`config.mk`:
```
export PLATFORM = sky130hd
export DESIGN_NAME = tdm_p2s_top
export DESIGN_NICKNAME = d
export VERILOG_FILES = /design/src/rtl/tdm_p2s_pkg.sv /design/src/rtl/tdm_p2s_timebase.sv /design/src/rtl/tdm_p2s_bank.sv /design/src/rtl/tdm_p2s_serializer.sv /design/src/rtl/tdm_p2s_top.sv
export SDC_FILE = /design/constraint.sdc
export NUM_CORES = 1
export LEC_CHECK = 0
export ABC_AREA = 1
export CAP_MARGIN = 20
export CORE_MARGIN = 5
export CORE_UTILIZATION = 45
export DETAILED_ROUTE_END_ITERATION = 10
export DONT_BUFFER_PORTS = 1
export GPL_TIMING_DRIVEN = 0
export PLACE_DENSITY = 0.58
export RECOVER_POWER = 25
export SYNTH_ARGS = -nofsm -noshare
export SYNTH_HDL_FRONTEND = slang
export SYNTH_SLANG_ARGS = --single-unit
```
`constraint.sdc`:
```
create_clock -name clk -period 1.7 [get_ports clk]
set_input_delay 0.085 -clock clk [delete_from_list [all_inputs] [get_ports clk]]
set_output_delay 0.085 -clock clk [all_outputs]
set_load 0.02 [all_outputs]
```
`src/rtl/tdm_p2s_pkg.sv`:
```
package tdm_p2s_pkg;
    localparam int unsigned P_STREAMS = 32;
    localparam int unsigned P_BYTE_W  = 8;
    localparam int unsigned P_SLOTS   = 1024;

    typedef enum logic {
        RATE_LO = 1'b0,
        RATE_HI = 1'b1
    } rate_e;
endpackage

```
`src/rtl/tdm_p2s_timebase.sv`:
```
module tdm_p2s_timebase
    import tdm_p2s_pkg::*;
#(
    parameter int unsigned NUM_STREAMS = P_STREAMS,
    parameter int unsigned BYTE_W      = P_BYTE_W,
    parameter int unsigned SLOTS       = P_SLOTS,
    localparam int unsigned CNT_W      = $clog2(SLOTS * 2),
    localparam int unsigned IDX_W      = $clog2(NUM_STREAMS),
    localparam int unsigned BIT_W      = $clog2(BYTE_W)
) (
    input  logic             clk,
    input  logic             rst_n,
    input  logic             frame_start,
    input  logic             rate_hi,
    input  logic             late_phase,
    output logic [CNT_W-1:0] pos,
    output logic             wr_en,
    output logic [IDX_W-1:0] wr_idx,
    output logic             wr_bank,
    output logic [BIT_W-1:0] rd_bit
);
    localparam int unsigned GRP_W = IDX_W + 1;

    typedef struct packed {
        logic [CNT_W-1:0] cnt;
    } tb_state_t;

    tb_state_t st_d, st_q;
    logic [BIT_W-1:0] bit_fld;
    rate_e rate;

    // free-running frame position, restarted by the frame pulse
    always_comb begin
        st_d = st_q;
        if (frame_start) st_d.cnt = '0;
        else             st_d.cnt = st_q.cnt + 1'b1;
    end

    always_ff @(posedge clk or negedge rst_n) begin
        if (!rst_n) st_q <= '0;
        else        st_q <= st_d;
    end

    // slot decode, bank select and bit position
    always_comb begin
        rate   = rate_e'(rate_hi);
        pos    = st_q.cnt;
        wr_en  = (st_q.cnt[0] == late_phase);
        if (rate == RATE_HI) begin
            wr_idx  = {1'b0, st_q.cnt[IDX_W-1:1]};
            wr_bank = st_q.cnt[GRP_W-1];
            bit_fld = st_q.cnt[GRP_W-2 -: BIT_W];
        end else begin
            wr_idx  = st_q.cnt[IDX_W:1];
            wr_bank = st_q.cnt[GRP_W];
            bit_fld = st_q.cnt[GRP_W-1 -: BIT_W];
        end
        rd_bit = BIT_W'(BYTE_W - 1) - bit_fld;
    end
endmodule

```
`src/rtl/tdm_p2s_bank.sv`:
```
module tdm_p2s_bank
    import tdm_p2s_pkg::*;
#(
    parameter int unsigned NUM_STREAMS = P_STREAMS,
    parameter int unsigned BYTE_W      = P_BYTE_W,
    localparam int unsigned IDX_W      = $clog2(NUM_STREAMS)
) (
    input  logic                               clk,
    input  logic                               rst_n,
    input  logic                               we,
    input  logic [IDX_W-1:0]                   idx,
    input  logic [BYTE_W-1:0]                  din,
    input  logic                               off_in,
    output logic [NUM_STREAMS-1:0][BYTE_W-1:0] bytes,
    output logic [NUM_STREAMS-1:0]             off
);
    typedef struct packed {
        logic [NUM_STREAMS-1:0][BYTE_W-1:0] bytes;
        logic [NUM_STREAMS-1:0]             off;
    } bank_state_t;

    bank_state_t st_d, st_q;

    always_comb begin
        st_d = st_q;
        if (we) begin
            st_d.bytes[idx] = din;
            st_d.off[idx]   = off_in;
        end
    end

    // slots start disabled until written
    always_ff @(posedge clk or negedge rst_n) begin
        if (!rst_n) begin
            st_q.bytes <= '0;
            st_q.off   <= '1;
        end else begin
            st_q <= st_d;
        end
    end

    assign bytes = st_q.bytes;
    assign off   = st_q.off;
endmodule

```
`src/rtl/tdm_p2s_serializer.sv`:
```
module tdm_p2s_serializer
    import tdm_p2s_pkg::*;
#(
    parameter int unsigned NUM_STREAMS = P_STREAMS,
    parameter int unsigned BYTE_W      = P_BYTE_W,
    localparam int unsigned BIT_W      = $clog2(BYTE_W)
) (
    input  logic [NUM_STREAMS-1:0][BYTE_W-1:0] bytes,
    input  logic [NUM_STREAMS-1:0]             off,
    input  logic [BIT_W-1:0]                   rd_bit,
    input  logic                               rate_hi,
    output logic [NUM_STREAMS-1:0]             ser_data,
    output logic [NUM_STREAMS-1:0]             ser_en
);
    localparam int unsigned HALF = NUM_STREAMS / 2;

    for (genvar k = 0; k < NUM_STREAMS; k++) begin : g_lane
        logic active;
        if (k >= HALF) begin : g_upper
            // upper half silent in the high-rate format
            assign active = !rate_hi;
        end else begin : g_lower
            assign active = 1'b1;
        end
        // MSB-first bit select, data forced low when disabled
        always_comb begin
            ser_en[k]   = active && !off[k];
            ser_data[k] = ser_en[k] && bytes[k][rd_bit];
        end
    end
endmodule

```
`src/rtl/tdm_p2s_top.sv`:
```
module tdm_p2s_top
    import tdm_p2s_pkg::*;
#(
    parameter int unsigned NUM_STREAMS = P_STREAMS,
    parameter int unsigned BYTE_W      = P_BYTE_W,
    parameter int unsigned SLOTS       = P_SLOTS,
    localparam int unsigned CNT_W      = $clog2(SLOTS * 2),
    localparam int unsigned IDX_W      = $clog2(NUM_STREAMS),
    localparam int unsigned BIT_W      = $clog2(BYTE_W)
) (
    input  logic                   clk,
    input  logic                   rst_n,
    input  logic                   frame_start,
    input  logic [BYTE_W-1:0]      par_byte,
    input  logic                   rate_hi,
    input  logic                   late_phase,
    input  logic                   slot_off,
    output logic [NUM_STREAMS-1:0] ser_data,
    output logic [NUM_STREAMS-1:0] ser_en
);
    logic [CNT_W-1:0] pos_w;
    logic             wr_en;
    logic [IDX_W-1:0] wr_idx;
    logic             wr_bank;
    logic [BIT_W-1:0] rd_bit;

    logic [NUM_STREAMS-1:0][BYTE_W-1:0] bank_bytes [2];
    logic [NUM_STREAMS-1:0]             bank_off   [2];
    logic [NUM_STREAMS-1:0][BYTE_W-1:0] rd_bytes;
    logic [NUM_STREAMS-1:0]             rd_off;

    tdm_p2s_timebase #(
        .NUM_STREAMS(NUM_STREAMS), .BYTE_W(BYTE_W), .SLOTS(SLOTS)
    ) u_timebase (
        .clk(clk), .rst_n(rst_n), .frame_start(frame_start),
        .rate_hi(rate_hi), .late_phase(late_phase),
        .pos(pos_w), .wr_en(wr_en), .wr_idx(wr_idx),
        .wr_bank(wr_bank), .rd_bit(rd_bit)
    );

    // ping-pong banks, one fills while the other drains
    for (genvar b = 0; b < 2; b++) begin : g_bank
        tdm_p2s_bank #(
            .NUM_STREAMS(NUM_STREAMS), .BYTE_W(BYTE_W)
        ) u_bank (
            .clk(clk), .rst_n(rst_n),
            .we(wr_en && (wr_bank == 1'(b))),
            .idx(wr_idx), .din(par_byte), .off_in(slot_off),
            .bytes(bank_bytes[b]), .off(bank_off[b])
        );
    end

    always_comb begin
        rd_bytes = wr_bank ? bank_bytes[0] : bank_bytes[1];
        rd_off   = wr_bank ? bank_off[0]   : bank_off[1];
    end

    tdm_p2s_serializer #(
        .NUM_STREAMS(NUM_STREAMS), .BYTE_W(BYTE_W)
    ) u_serializer (
        .bytes(rd_bytes), .off(rd_off), .rd_bit(rd_bit),
        .rate_hi(rate_hi), .ser_data(ser_data), .ser_en(ser_en)
    );
endmodule

```
**Word level (Yosys, flattened, before mapping)**

Cells that the tools add are included.

- Register bits: 587
- Input bits: 14
- Logic and storage cells: 236

- $add $sub $neg: 2
- $lt $le $gt $ge: 3
- Equality and inequality tests: 1
- Mux-type cells: 78
- Bitwise gates (word level): 1
- Reduce and logical (&&, ||, !) cells: 84

Operators with widths:

| kind | number |
|---|---|
| $bwmux 256 | 2 |
| $mux 256 | 1 |
| $bmux 1 s3 | 32 |
| $bwmux 32 | 2 |
| $logic_and 1x1->1 | 51 |
| $demux 8 s5 | 1 |
| $mux 1 | 34 |
| $logic_not 1->1 | 33 |
| $mux 32 | 1 |
| $add 11x1->11 const B | 1 |
| $mux 11 | 1 |
| $mux 8 | 1 |
| $lt 5x6->1 const B | 1 |
| $demux 1 s5 | 1 |
| $ge 5x1->1 const B | 1 |
| $mux 5 | 1 |
| $lt 3x4->1 const B | 1 |
| $mux 3 | 1 |
| $sub 3x3->3 const A | 1 |
| $eq 1x1->1 | 1 |
| $not 1->1 | 1 |

**Longest topological paths before layout**

- Depth after elaboration: 6
- Gate-level depth with buffers: 12
- Gate-level depth less buffers: 9

**Cells and area by module**

Synthesis repeated with hierarchy kept, for this count alone.

- Cells, all modules: 4469
- Area total of the unflattened synthesis: 30147.7 um^2

By module, submodules not included:

| module | times used | cells each | area each (um^2) |
|---|---|---|---|
| tdm_p2s_bank | 2 | 1286 | 11175.7 |
| tdm_p2s_top | 1 | 932 | 3597.2 |
| tdm_p2s_serializer | 1 | 884 | 3582.2 |
| tdm_p2s_timebase | 1 | 81 | 616.8 |

**Least setup slack after synthesis**

OpenSTA, ideal clock, no wires.

- Path kind: reg-to-output
- Start point: register u_timebase.st_q (netlist bit u_timebase.pos[6])
- End point: output ser_data[10]
- Arrival: 1.887 ns
- Data required time: 1.615 ns
- Path slack: -0.272 ns
- Stages on the path, launching flop included: 8
- Cell sequence: dfrtp_1 -> nand2_2 -> nand2_2 -> buf_2 -> buf_2 -> mux2i_1 -> nand2_1 -> nor2_1

RTL lines:

| element | RTL line | RTL |
|---|---|---|
| start: declaration | tdm_p2s_timebase.sv:28 | `tb_state_t st_d, st_q;` |
| start signal: assignment | tdm_p2s_timebase.sv:41 | `else st_q <= st_d;` |
| $mux 1 | tdm_p2s_timebase.sv:49 | `if (rate == RATE_HI) begin` |
| $mux 32 | tdm_p2s_top.sv:55 | `rd_off = wr_bank ? bank_off[0] : bank_off[1];` |
| $logic_not 1->1 | tdm_p2s_serializer.sv:27 | `ser_en[k] = active && !off[k];` |
| net ser_en[10] | tdm_p2s_top.sv:19 | `output logic [NUM_STREAMS-1:0] ser_en` |
| $logic_and 1x1->1 | tdm_p2s_serializer.sv:28 | `ser_data[k] = ser_en[k] && bytes[k][rd_bit];` |
| end: declaration | tdm_p2s_top.sv:18 | `output logic [NUM_STREAMS-1:0] ser_data,` |

The timed path passes the listed nets, and every way through them passes these cells. The select of a mux whose other input is x is not followed.

**Worst setup path in the final report**

- Start point: register u_timebase.st_q (netlist bit u_timebase.pos[6])
- End point: output ser_data[1]

- Cells in the longest elaborated chain, start to end: 5

Ends and longest elaborated chain:

| element | RTL line | RTL |
|---|---|---|
| $mux 1 * | tdm_p2s_timebase.sv:49 |  |
| $mux 256 | tdm_p2s_top.sv:54 | `rd_bytes = wr_bank ? bank_bytes[0] : bank_bytes[1];` |
| $bmux 1 s3 | tdm_p2s_serializer.sv:28 |  |
| $mux 1 (not written as such) | tdm_p2s_serializer.sv:28 |  |
| $logic_and 1x1->1 * | tdm_p2s_serializer.sv:28 |  |

Mark *: on every way between the ends. The rest lies on a longest branch, timed or not. The select of a mux whose other input is x is not followed.

==> reports/results.txt <==
Setup WS pre-CTS: -1.298 ns
hold_buf cts: 9
Peak VDD IR: 0.0006539 V
Post-synth EDFFs: 0
dpl hpwl: 71960 um
Final period util: 148.0%
Yosys warning count: 0
Final Max Tran Viols: 394
Clock Path Buffers: 3
cell with the most instances after synthesis: nand2_1
# rows: 89
Core Box Area: 59130 sq um
sequential fraction of the synthesis area: 54.49%
DIE HEIGHT: 254.6 um
Total Nets Final: 3478
Mapped Nets: 3323
max-cap violations: 0
initial antenna violation count: 5
Final Critical Period: 2.516 ns
CTS Buf Count: 68
CP Launch Type: register
RSZ-0062 raised after global routing: yes
Reg-to-Reg End: g_bank[1].u_bank.bytes[141]
First-pass DRT Iterations: 6
dpl cell area: 28360 sq um
WP data required: 1.62 ns
final hold vios: 535
count of cell types in the netlist: 26
cell area after synthesis: 26920 sq um
DIE WIDTH: 254.6 um
RR Startpoint: u_timebase.pos[6]
CP arrival: 2.43 ns
Worst Hold Class: input pin to async pin
worst relative slew slack: -97.70%
Async S/R FF share, synth: 100.0%
Synth Instances: 3308
fmax: 0.3974 GHz
die area: 64820 sq um
TritonCTS Sinks: 583
CTS clk-pin slew, worst paths: 0.06 ns
vias per cell: 6.137
latest clock arrival within the worst-skew pair: 0.63 ns
top cells by area, synth: dfrtp_1 48%, nand2_1 15%, nand3_1 10%, o21ai_0 8.2%, dfstp_2 6.2%
Final WS setup: -0.8164 ns
P_leak: 14.66 nW
syn_area_per_cell: 8.138 sq um
Tightest Pin Transition: 2.966 ns
root buffer cell: clkbuf_16
Final Setup Violations: 639
failing checks: negative hold slack, max-slew violations, negative setup slack
outcome: finished, violations left
DRT Wirelength: 119900 um
Hold WS: -0.7993 ns
post-route ant nets: 0
total chip power: 33.36 mW
drt drc: 0
post-synth top area cell: dfrtp_1
R2R cell count: 10
H-Tree Depth: 3
Crit. End Element: output pin
DP Cell Count: 4083
Crit Path Max Fanout: 10
pwr/cell area: 978.5 nW/um^2
Congestion Overflow GR: 0
Area Overhead vs Synth: 26.64%
Top Ports: 78
via count: 26.33k
GPL Wtd Cong: 0.9430
clk_skew: 0.02419 ns
first-pass GRT wire length: 165900 um
Finished Cell Area: 34090 sq um
number of DRC markers in iteration 0: 3774
Synth top area share: 48.24%
Layout Utilization: 57.66%
TritonCTS clock tree: done
Synth top cells by count: 1072 x nand2_1, 538 x nand3_1, 519 x dfrtp_1, 440 x o21ai_0, 140 x o21ai_1
largest net degree at the start of global routing: 584
Non-Filler Instances: 4291
dominant synthesized flop cell: dfrtp_1
Port-buffer cells: 0
fraction of layout cells with a size suffix above 1: 20.85%
WL per Instance: 27.94 um
Seq cells post-synth: 583
Global Route Usage Sum: 34.89%
Setup CP Type: register to output pin
r2r setup slk: -0.50 ns
vias in the first global route: 24.68k
Initial Utilization: 45.53%
[state kept, by name (all words and copies together) (netlist names)]
name,flops
u_timebase.pos,7
g_bank.u_bank.off,64
g_bank.u_bank.bytes,512
[what timing repair did]
action,CTS,global route
pin swaps,22,70
endpoints found under the hold margin,620,571
setup endpoints to repair,641,640
cloned,1,22
setup buffers,21,30
gates resized for setup,370,403
[worst max-delay path, stage by stage, from the launching register on]
cell      delay [ns]
dfrtp_2         0.46
clkinv_4        0.10
nand2_8         0.09
nand2_8         0.15
buf_12          0.19
buf_12          0.18
nand2_1         0.08
nand3_1         0.09
nand3_1         0.08
nand2_1         0.10
nor2_2          0.06
nor2_4          0.22
[how the worst max path moves through the flow]
stage,from,to,cells after the start
after floorplan,u_timebase.pos[6],ser_data[0],7
after global placement,u_timebase.pos[6],ser_data[2],11
after detailed placement,u_timebase.pos[4],ser_data[8],7
after CTS,u_timebase.pos[5],ser_data[1],11
after global routing,u_timebase.pos[4],ser_data[22],9
final,u_timebase.pos[6],ser_data[1],11
[power breakdown]
group / total [mW] / internal [mW] / switching, mW
clock: 14.9 / 8.85 / 6.02
combinational: 3.42 / 1.15 / 2.27
sequential: 15.1 / 14.6 / 0.460
[layer usage]
metal,GRT usage (%),vias to the layer above,part of all wire (%)
li1,-,11320,-
met1,47.29,12790,38
met2,52.74,1765,43
met3,8.801,457,12
met4,17.06,2,6.5
met5,0,-,0.010
[through the flow]
stage / TNS (ns) / hold WS (ns)
2_1_floorplan: -0.2790 / -0.2106
3_3_place_gp: -300.66 / -0.1635
3_5_place_dp: -310.40 / -0.1660
6_report: -210.77 / -0.7993
4_1_cts: -252.93 / -0.8023
5_1_grt: -237.14 / -0.8391
[final cells by class]
type                       instances  area (sq um)
clock buffer                     107          2042
sequential                       583         14670
timing repair buffer              84          1174
tap                              773         967.2
buffer                           252          2517
multi-input combinational       2453         12420
antenna                            2         5.005
clock inverter                    16         183.9
fill                            5237         25040
inverter                          21         113.9
[cell usage in the layout (no fill, tap or decap), drive strengths merged, types with 23 or more instances in the layout]
cell type / netlist / layout
a21oi: 33 / 33
dfstp: 64 / 64
clkinv: 10 / 23
o21ai: 580 / 580
nand3: 538 / 538
clkbuf: 99 / 212
nor2: 141 / 141
buf: 153 / 222
dfrtp: 519 / 519
nand2: 1136 / 1137
[cell families after synthesis]
kind of cell | after synthesis | synth area share [%]
AND/OR/NAND/NOR | 1821 | 28.86
AO/OA/AOI/OAI | 613 | 11.40
flip-flops | 583 | 54.49
buffers and inverters | 273 | 4.578
multiplexers | 16 | 0.5949
XOR/XNOR | 1 | 0.03254
adder cells (fa/ha/maj) | 1 | 0.04647
No activity file was read; power rests on OpenSTA's default activity.
